## src/rtl/qseq_pkg.sv

```systemverilog
package qseq_pkg;

    // Issued command pair: bit 1 = write, bit 0 = read. The strobes are the
    // active-low inverse of these bits.
    typedef enum logic [1:0] {
        CMD_IDLE  = 2'b00,
        CMD_READ  = 2'b01,
        CMD_WRITE = 2'b10,
        CMD_BOTH  = 2'b11
    } cmd_pair_e;

    // Burst-4 slot owner for the coming edge.
    typedef enum logic {
        SLOT_RD = 1'b0,
        SLOT_WR = 1'b1
    } slot_e;

endpackage

```

## src/rtl/qseq_startup.sv

```systemverilog
module qseq_startup #(
    parameter int STARTUP_CYCLES = 10240
) (
    input  logic clk,
    input  logic rst_n,
    output logic ready
);
    localparam int CNT_W = $clog2(STARTUP_CYCLES + 1);

    typedef struct packed {
        logic [CNT_W-1:0] cnt;
        logic             ready;
    } st_t;

    st_t st_d, st_q;

    always_comb begin
        st_d = st_q;
        if (!st_q.ready) begin
            st_d.cnt = st_q.cnt + CNT_W'(1);
            if (st_q.cnt == CNT_W'(STARTUP_CYCLES - 1)) begin
                st_d.ready = 1'b1;
            end
        end
    end

    always_ff @(posedge clk or negedge rst_n) begin
        if (!rst_n) begin
            st_q <= '0;
        end else begin
            st_q <= st_d;
        end
    end

    assign ready = st_q.ready;


    ready_sticky_chk: assert property (@(posedge clk) disable iff (!rst_n)
        st_q.ready |=> st_q.ready);

endmodule

```

## src/rtl/qseq_latency_pipe.sv

```systemverilog
module qseq_latency_pipe #(
    parameter int DEPTH = 2
) (
    input  logic clk,
    input  logic rst_n,
    input  logic din,
    output logic dout
);
    logic [DEPTH-1:0] pipe_d, pipe_q;

    generate
        if (DEPTH == 1) begin : g_single
            always_comb pipe_d = din;
        end else begin : g_chain
            always_comb pipe_d = {pipe_q[DEPTH-2:0], din};
        end
    endgenerate

    always_ff @(posedge clk or negedge rst_n) begin
        if (!rst_n) begin
            pipe_q <= '0;
        end else begin
            pipe_q <= pipe_d;
        end
    end

    assign dout = pipe_q[DEPTH-1];

endmodule

```

## src/rtl/qseq_arbiter.sv

```systemverilog
module qseq_arbiter
    import qseq_pkg::*;
#(
    parameter int              ADDR_W     = 20,
    parameter logic [ADDR_W-1:0] DUMMY_ADDR = '0
) (
    input  logic              burst4,
    input  logic              ready,
    input  slot_e             slot,
    input  logic              rd_pending,
    input  logic [ADDR_W-1:0] rd_addr,
    input  logic              wr_pending,
    input  logic [ADDR_W-1:0] wr_addr,
    output cmd_pair_e         cmd,
    output logic              rd_real,
    output logic              wr_real,
    output logic [ADDR_W-1:0] addr_r,
    output logic [ADDR_W-1:0] addr_f
);
    logic rd_sel, wr_sel;

    always_comb begin
        rd_sel  = 1'b0;
        wr_sel  = 1'b0;
        rd_real = 1'b0;
        wr_real = 1'b0;
        addr_r  = DUMMY_ADDR;
        addr_f  = DUMMY_ADDR;
        if (!burst4) begin
            if (!ready || (!rd_pending && !wr_pending)) begin
                rd_sel = 1'b1;
                wr_sel = 1'b1;
            end else begin
                if (rd_pending) begin
                    rd_sel  = 1'b1;
                    rd_real = 1'b1;
                    addr_r  = rd_addr;
                end
                if (wr_pending) begin
                    wr_sel  = 1'b1;
                    wr_real = 1'b1;
                    addr_f  = wr_addr;
                end
            end
        end else if (slot == SLOT_RD) begin
            if (ready && rd_pending) begin
                rd_sel  = 1'b1;
                rd_real = 1'b1;
                addr_r  = rd_addr;
                addr_f  = rd_addr;
            end else if (!ready || !wr_pending) begin
                rd_sel = 1'b1;
            end
        end else begin
            if (ready && wr_pending) begin
                wr_sel  = 1'b1;
                wr_real = 1'b1;
                addr_r  = wr_addr;
                addr_f  = wr_addr;
            end else if (!ready || !rd_pending) begin
                wr_sel = 1'b1;
            end
        end
        cmd = cmd_pair_e'({wr_sel, rd_sel});
    end

endmodule

```

## src/rtl/qseq_sequencer.sv

```systemverilog
module qseq_sequencer
    import qseq_pkg::*;
#(
    parameter int                ADDR_W         = 20,
    parameter int                STARTUP_CYCLES = 10240,
    parameter int                READ_LAT       = 2,
    parameter int                WRITE_LAT      = 1,
    parameter logic [ADDR_W-1:0] DUMMY_ADDR     = '0
) (
    input  logic              clk,
    input  logic              rst_n,
    input  logic              burst4_mode,
    input  logic              rd_pending,
    input  logic [ADDR_W-1:0] rd_addr,
    output logic              rd_pop,
    input  logic              wr_pending,
    input  logic [ADDR_W-1:0] wr_addr,
    output logic              wr_pop,
    output logic              seq_ready,
    output logic              mem_rd_sel_n,
    output logic              mem_wr_sel_n,
    output logic [ADDR_W-1:0] mem_addr_rise,
    output logic [ADDR_W-1:0] mem_addr_fall,
    output logic              rd_data_valid,
    output logic              wd_launch,
    output logic              wd_from_queue
);
    localparam int RD_DEPTH = READ_LAT + 1;
    localparam int WR_DEPTH = WRITE_LAT + 1;

    typedef struct packed {
        slot_e             slot;
        logic              rps_n;
        logic              wps_n;
        logic [ADDR_W-1:0] addr_r;
        logic [ADDR_W-1:0] addr_f;
    } st_t;

    st_t               st_d, st_q;
    logic              ready;
    cmd_pair_e         cmd;
    logic              rd_real, wr_real;
    logic [ADDR_W-1:0] nxt_addr_r, nxt_addr_f;

    qseq_startup #(.STARTUP_CYCLES(STARTUP_CYCLES)) u_startup (
        .clk   (clk),
        .rst_n (rst_n),
        .ready (ready)
    );

    qseq_arbiter #(.ADDR_W(ADDR_W), .DUMMY_ADDR(DUMMY_ADDR)) u_arb (
        .burst4     (burst4_mode),
        .ready      (ready),
        .slot       (st_q.slot),
        .rd_pending (rd_pending),
        .rd_addr    (rd_addr),
        .wr_pending (wr_pending),
        .wr_addr    (wr_addr),
        .cmd        (cmd),
        .rd_real    (rd_real),
        .wr_real    (wr_real),
        .addr_r     (nxt_addr_r),
        .addr_f     (nxt_addr_f)
    );

    always_comb begin
        st_d        = st_q;
        st_d.slot   = (st_q.slot == SLOT_RD) ? SLOT_WR : SLOT_RD;
        st_d.rps_n  = ~cmd[0];
        st_d.wps_n  = ~cmd[1];
        st_d.addr_r = nxt_addr_r;
        st_d.addr_f = nxt_addr_f;
    end

    always_ff @(posedge clk or negedge rst_n) begin
        if (!rst_n) begin
            st_q       <= '0;
            st_q.slot  <= SLOT_RD;
            st_q.rps_n <= 1'b1;
            st_q.wps_n <= 1'b1;
        end else begin
            st_q <= st_d;
        end
    end

    qseq_latency_pipe #(.DEPTH(RD_DEPTH)) u_rd_pipe (
        .clk(clk), .rst_n(rst_n), .din(rd_real), .dout(rd_data_valid)
    );
    qseq_latency_pipe #(.DEPTH(WR_DEPTH)) u_wl_pipe (
        .clk(clk), .rst_n(rst_n), .din(cmd[1]), .dout(wd_launch)
    );
    qseq_latency_pipe #(.DEPTH(WR_DEPTH)) u_wq_pipe (
        .clk(clk), .rst_n(rst_n), .din(wr_real), .dout(wd_from_queue)
    );

    assign rd_pop        = rd_real;
    assign wr_pop        = wr_real;
    assign seq_ready     = ready;
    assign mem_rd_sel_n  = st_q.rps_n;
    assign mem_wr_sel_n  = st_q.wps_n;
    assign mem_addr_rise = st_q.addr_r;
    assign mem_addr_fall = st_q.addr_f;


    no_early_pop_chk: assert property (@(posedge clk) disable iff (!rst_n)
        !seq_ready |-> (!rd_pop && !wr_pop));


    idle_fill_chk: assert property (@(posedge clk) disable iff (!rst_n)
        (seq_ready && !burst4_mode && !rd_pending && !wr_pending) |=>
        (!mem_rd_sel_n && !mem_wr_sel_n &&
         mem_addr_rise == DUMMY_ADDR && mem_addr_fall == DUMMY_ADDR));


    dual_issue_chk: assert property (@(posedge clk) disable iff (!rst_n)
        (!burst4_mode && rd_pop && wr_pop) |=>
        (!mem_rd_sel_n && !mem_wr_sel_n &&
         mem_addr_rise == $past(rd_addr) && mem_addr_fall == $past(wr_addr)));


    rd_alternate_chk: assert property (@(posedge clk) disable iff (!rst_n)
        (burst4_mode && !mem_rd_sel_n) |=> mem_rd_sel_n);


    wr_alternate_chk: assert property (@(posedge clk) disable iff (!rst_n)
        (burst4_mode && !mem_wr_sel_n) |=> mem_wr_sel_n);


    slot_hold_chk: assert property (@(posedge clk) disable iff (!rst_n)
        (burst4_mode && seq_ready && wr_pending && !rd_pending && !mem_wr_sel_n) |=>
        (mem_wr_sel_n && mem_rd_sel_n));


    sdr_addr_chk: assert property (@(posedge clk) disable iff (!rst_n)
        (burst4_mode && rd_pop) |=>
        (mem_addr_rise == $past(rd_addr) && mem_addr_fall == $past(rd_addr)));


    real_write_launch_chk: assert property (@(posedge clk) disable iff (!rst_n)
        wd_from_queue |-> wd_launch);

    generate
        if (READ_LAT == 2) begin : g_rd_lat_chk

            rd_valid_src_chk: assert property (@(posedge clk) disable iff (!rst_n)
                rd_data_valid |-> $past(rd_pop, 3));
        end
    endgenerate

endmodule

```

## config.mk

```make
export PLATFORM = sky130hd
export DESIGN_NAME = qseq_sequencer
export DESIGN_NICKNAME = d
export VERILOG_FILES = /design/src/rtl/qseq_pkg.sv /design/src/rtl/qseq_startup.sv /design/src/rtl/qseq_latency_pipe.sv /design/src/rtl/qseq_arbiter.sv /design/src/rtl/qseq_sequencer.sv
export SDC_FILE = /design/constraint.sdc
export NUM_CORES = 1
export LEC_CHECK = 0
export ABC_AREA = 1
export BUFFER_PORTS_ARGS = -buffer_cell sky130_fd_sc_hd__buf_2
export CAP_MARGIN = 20
export CORE_MARGIN = 1.5
export CORE_UTILIZATION = 50
export DETAILED_ROUTE_END_ITERATION = 6
export PLACE_DENSITY = 0.8
export SLEW_MARGIN = 20
export SYNTH_ARGS = -nofsm -noshare
export SYNTH_HDL_FRONTEND = slang
export SYNTH_SLANG_ARGS = --single-unit
```

## constraint.sdc

```tcl
create_clock -name clk -period 1.6 [get_ports clk]
set_input_delay 0.24 -clock clk [delete_from_list [all_inputs] [get_ports clk]]
set_output_delay 0.24 -clock clk [all_outputs]
set_load 0.005 [all_outputs]
```

==> summary.md <==
| Metric | Value |
|---|---|
| Commonest non-fill, non-tap cell in the layout | `buf_2` |
| H-tree Lvls | `3` |
| CP Class | `reg -> out` |
| Ys async rst share | `100%` |
| Number of setup buffers added after CTS | `0` |
| Reg-to-reg critical path startpoint | `u_startup.ready$_DFF_PN0_` |
| Met2 WL | `2760 um` |
| Vias in the first global route | `2,267` |
| Most frequent cells in the layout | `92 x buf_2, 85 x nand2_1, 62 x dfrtp_1, 42 x inv_1, 30 x o21ai_0` |
| Tot Pwr | `3.01 mW` |
| Routed wire length | `5730 um` |
| Slowest library cell on the worst path | `dfrtp_2` |
| Syn nets | `352` |
| Share of the synthesized area in the top cell type | `57.8%` |
| Cell variety after synth | `24` |
| Nets | `451` |
| Largest net degree at the start of global routing | `66` |
| Antenna Cells | `0` |
| Initial core utilization | `52.7%` |
| Clock Pin Slew Worst Setup and Hold Paths | `60 ps` |
| Leakage power | `2.03 nW` |
| DIE HEIGHT | `76.8 um` |
| Max-cap violations | `0` |
| Max clock buf depth | `2` |
| Pre-Repair DR Iteration Count | `4` |
| WP buf/inv | `1` |
| Slowest Stage Delay on Critical Path | `440 ps` |
| Mapped Area | `0.00273 mm2` |
| R2R depth | `8` |
| Initial antenna violation count | `0` |
| Final period util | `92.3%` |
| DP Wirelength | `4130 um` |
| Die width | `76.8 um` |
| Post-Route M1 WL | `2440 um` |
| Final Util | `66.6%` |
| Grt ovf | `0` |
| R2r setup slk | `200 ps` |
| Via count | `2,266` |
| Crit path to | `rd_pop` |
| CP startpoint kind | `register` |
| Sink Count | `65` |
| Worst-Skew Late Latency | `340 ps` |
| First-pass GRT wire length | `9880 um` |
| Crit. Startpoint | `u_startup.ready$_DFF_PN0_` |
| Clock root cell | `clkbuf_8` |
| WL met3 | `387 um` |
| Top routing layer in use | `met4` |
| Number of synthesized flops with an enable pin | `0` |
| Count of final hold-check violations | `0` |
| Seq/Total Area, Yosys | `59.8%` |
| Routed WL per cell | `11.9 um` |
| Critical Path Stages | `3` |
| CTS tree | `built` |
| Rows | `26` |
| Family with the most delay on the worst path | `flip-flops` |
| Worst Path Max Fanout | `6` |
| F_max | `677 MHz` |
| Average size of a mapped cell | `8.91 um2` |
| Yosys reg bits | `65` |
| Worst VDD drop | `0.522 mV` |
| Max-slew violation count | `0` |
| # setup viols final | `0` |
| Clock Skews | `7.37 ps` |
| RSZ-0062 raised after global routing | `false` |
| Synth top area cells | `dfrtp_1 58%, nand2_1 12%, inv_1 5.8%, o21ai_0 5.5%, nor2_1 3.7%` |
| GPL Wtd Cong | `0.800` |
| DRC violations left | `0` |
| Mapped Cells | `306` |
| DRT iter0 DRCs | `72` |
| Run status | `finished, final reports clean` |
| Critical path, cell by cell | `nand2_1 > a21oi_2 > buf_2` |
| Port Buffers | `92` |
| Post-synth top area cell | `dfrtp_1` |
| FILL cells | `413` |
| Worst-margin pin slew | `396 ps` |
| CP arrival | `1240 ps` |
| Critical path required time | `1360 ps` |
| Hold Slack | `112 ps` |
| Top-level I/O count | `93` |
| Hold Crit Class | `in -> reg` |
| Worst Setup End Kind | `primary output` |
| Prevailing post-synth register cell | `dfrtp_1` |
| Reg-to-Reg End | `u_startup.st_q[13]$_DFFE_PN0N_` |
| DIE AREA | `0.00590 mm2` |
| Core Region | `0.00517 mm2` |
| Rel. slew slack | `73.5%` |
| TritonCTS buffer count | `9` |
| P&R area growth vs syn | `26.4%` |
| Vias per Instance | `4.72` |
| Post-layout minimum cycle time | `1480 ps` |
| PwrDens | `875 mW/mm2` |
| ANT nets after route | `0` |
| Share of post-route cells with drive strength above 1 | `30.0%` |
| Warnings from Yosys | `0` |
| Tot GR Track Use | `21.7%` |
==> report_power, final <==
| group | internal, mW | switching (mW) | total, mW |
|---|---|---|---|
| sequential | 1.65 | 0.000423 | 1.65 |
| combinational | 0.0607 | 0.0836 | 0.144 |
| clock | 0.639 | 0.580 | 1.22 |
==> Yosys cell counts, types with 2 or more instances <==
master / number
nand3b_1: 2
buf_2: 2
buf_4: 2
inv_1: 42
xor2_1: 6
clkbuf_1: 3
o21ai_1: 7
nand3_1: 6
dfstp_2: 2
o211ai_1: 3
inv_2: 3
buf_6: 3
nor2_1: 27
xnor2_1: 4
nand2_1: 86
dfrtp_1: 63
a21oi_1: 4
nor2_2: 2
o21ai_0: 30
nor3_1: 5
==> metal layers <==
| metal | vias up | track usage [%] |
|---|---|---|
| met5 | - | 0 |
| met4 | 0 | 10.0 |
| met3 | 15 | 9.29 |
| met2 | 70 | 33.8 |
| met1 | 1041 | 26.1 |
| li1 | 1140 | - |
==> kinds of logic after synthesis <==
| group | Yosys count | synth area share (%) |
|---|---|---|
| buf+inv | 55 | 8.77 |
| fa+ha+maj | 1 | 0.459 |
| compound gates | 44 | 8.35 |
| xor+xnor | 10 | 3.21 |
| flops | 65 | 59.8 |
| simple gates | 131 | 19.5 |
==> state kept, by name, indices dropped and copies added (netlist names) <==
register / count
mem_addr_fall: 20
mem_addr_rise: 20
mem_rd_sel_n: 1
mem_wr_sel_n: 1
st_q: 1
u_rd_pipe.pipe_q: 3
u_startup.ready: 1
u_startup.st_q: 14
u_wl_pipe.pipe_q: 2
u_wq_pipe.pipe_q: 2
==> repair_timing <==
| item | 4_1_cts | 5_1_grt |
|---|---|---|
| gates resized for setup | 0 | 3 |
| endpoints found under the setup margin | 1 | 2 |
| hold endpoints to repair | 63 | 0 |
| hold buffers | 1 | 0 |
==> metrics by stage <==
step	cell area [um2]	std cells	worst slack, ps	setup TNS (ps)
2_1_floorplan	2730	306	387	0
3_3_place_gp	3250	463	237	0
6_report	3450	480	123	0
4_1_cts	3440	480	-9.92	-9.92
5_1_grt	3450	480	4.71	0
3_5_place_dp	3250	463	194	0
==> layout make-up <==
class,instances,area (um2),area share [%]
clock buffers,13,159,4.61
clock inverters,3,15.0,0.436
inverters,45,169,4.90
multi-input cells,186,865,25.1
flip-flops and latches,65,1630,47.3
well taps,70,87.6,2.54
repair buffers,98,520,15.1
==> worst min-delay path by stage <==
| stage | depth (start not counted) | to | start | slack (ps) |
|---|---|---|---|---|
| 2_1_floorplan | 0 | mem_addr_fall[0]$_DFF_PN0_ | rst_n | -60 |
| 3_3_place_gp | 2 | u_startup.st_q[10]$_DFFE_PN0N_ | rst_n | 280 |
| 3_5_place_dp | 2 | u_startup.st_q[10]$_DFFE_PN0N_ | rst_n | 280 |
| 4_1_cts | 2 | mem_rd_sel_n$_DFF_PN1_ | rd_pending | 110 |
| 5_1_grt | 2 | mem_rd_sel_n$_DFF_PN1_ | rd_pending | 120 |
| 6_report | 2 | mem_rd_sel_n$_DFF_PN1_ | rd_pending | 110 |
==> worst reg2reg max path, delay by kind of cell, from the launching register on <==
| family | cells | cell delay [ps] |
|---|---|---|
| simple gates | 6 | 660 |
| flops | 1 | 460 |
| buf+inv | 2 | 190 |
Power figures use the tool's default switching activity.
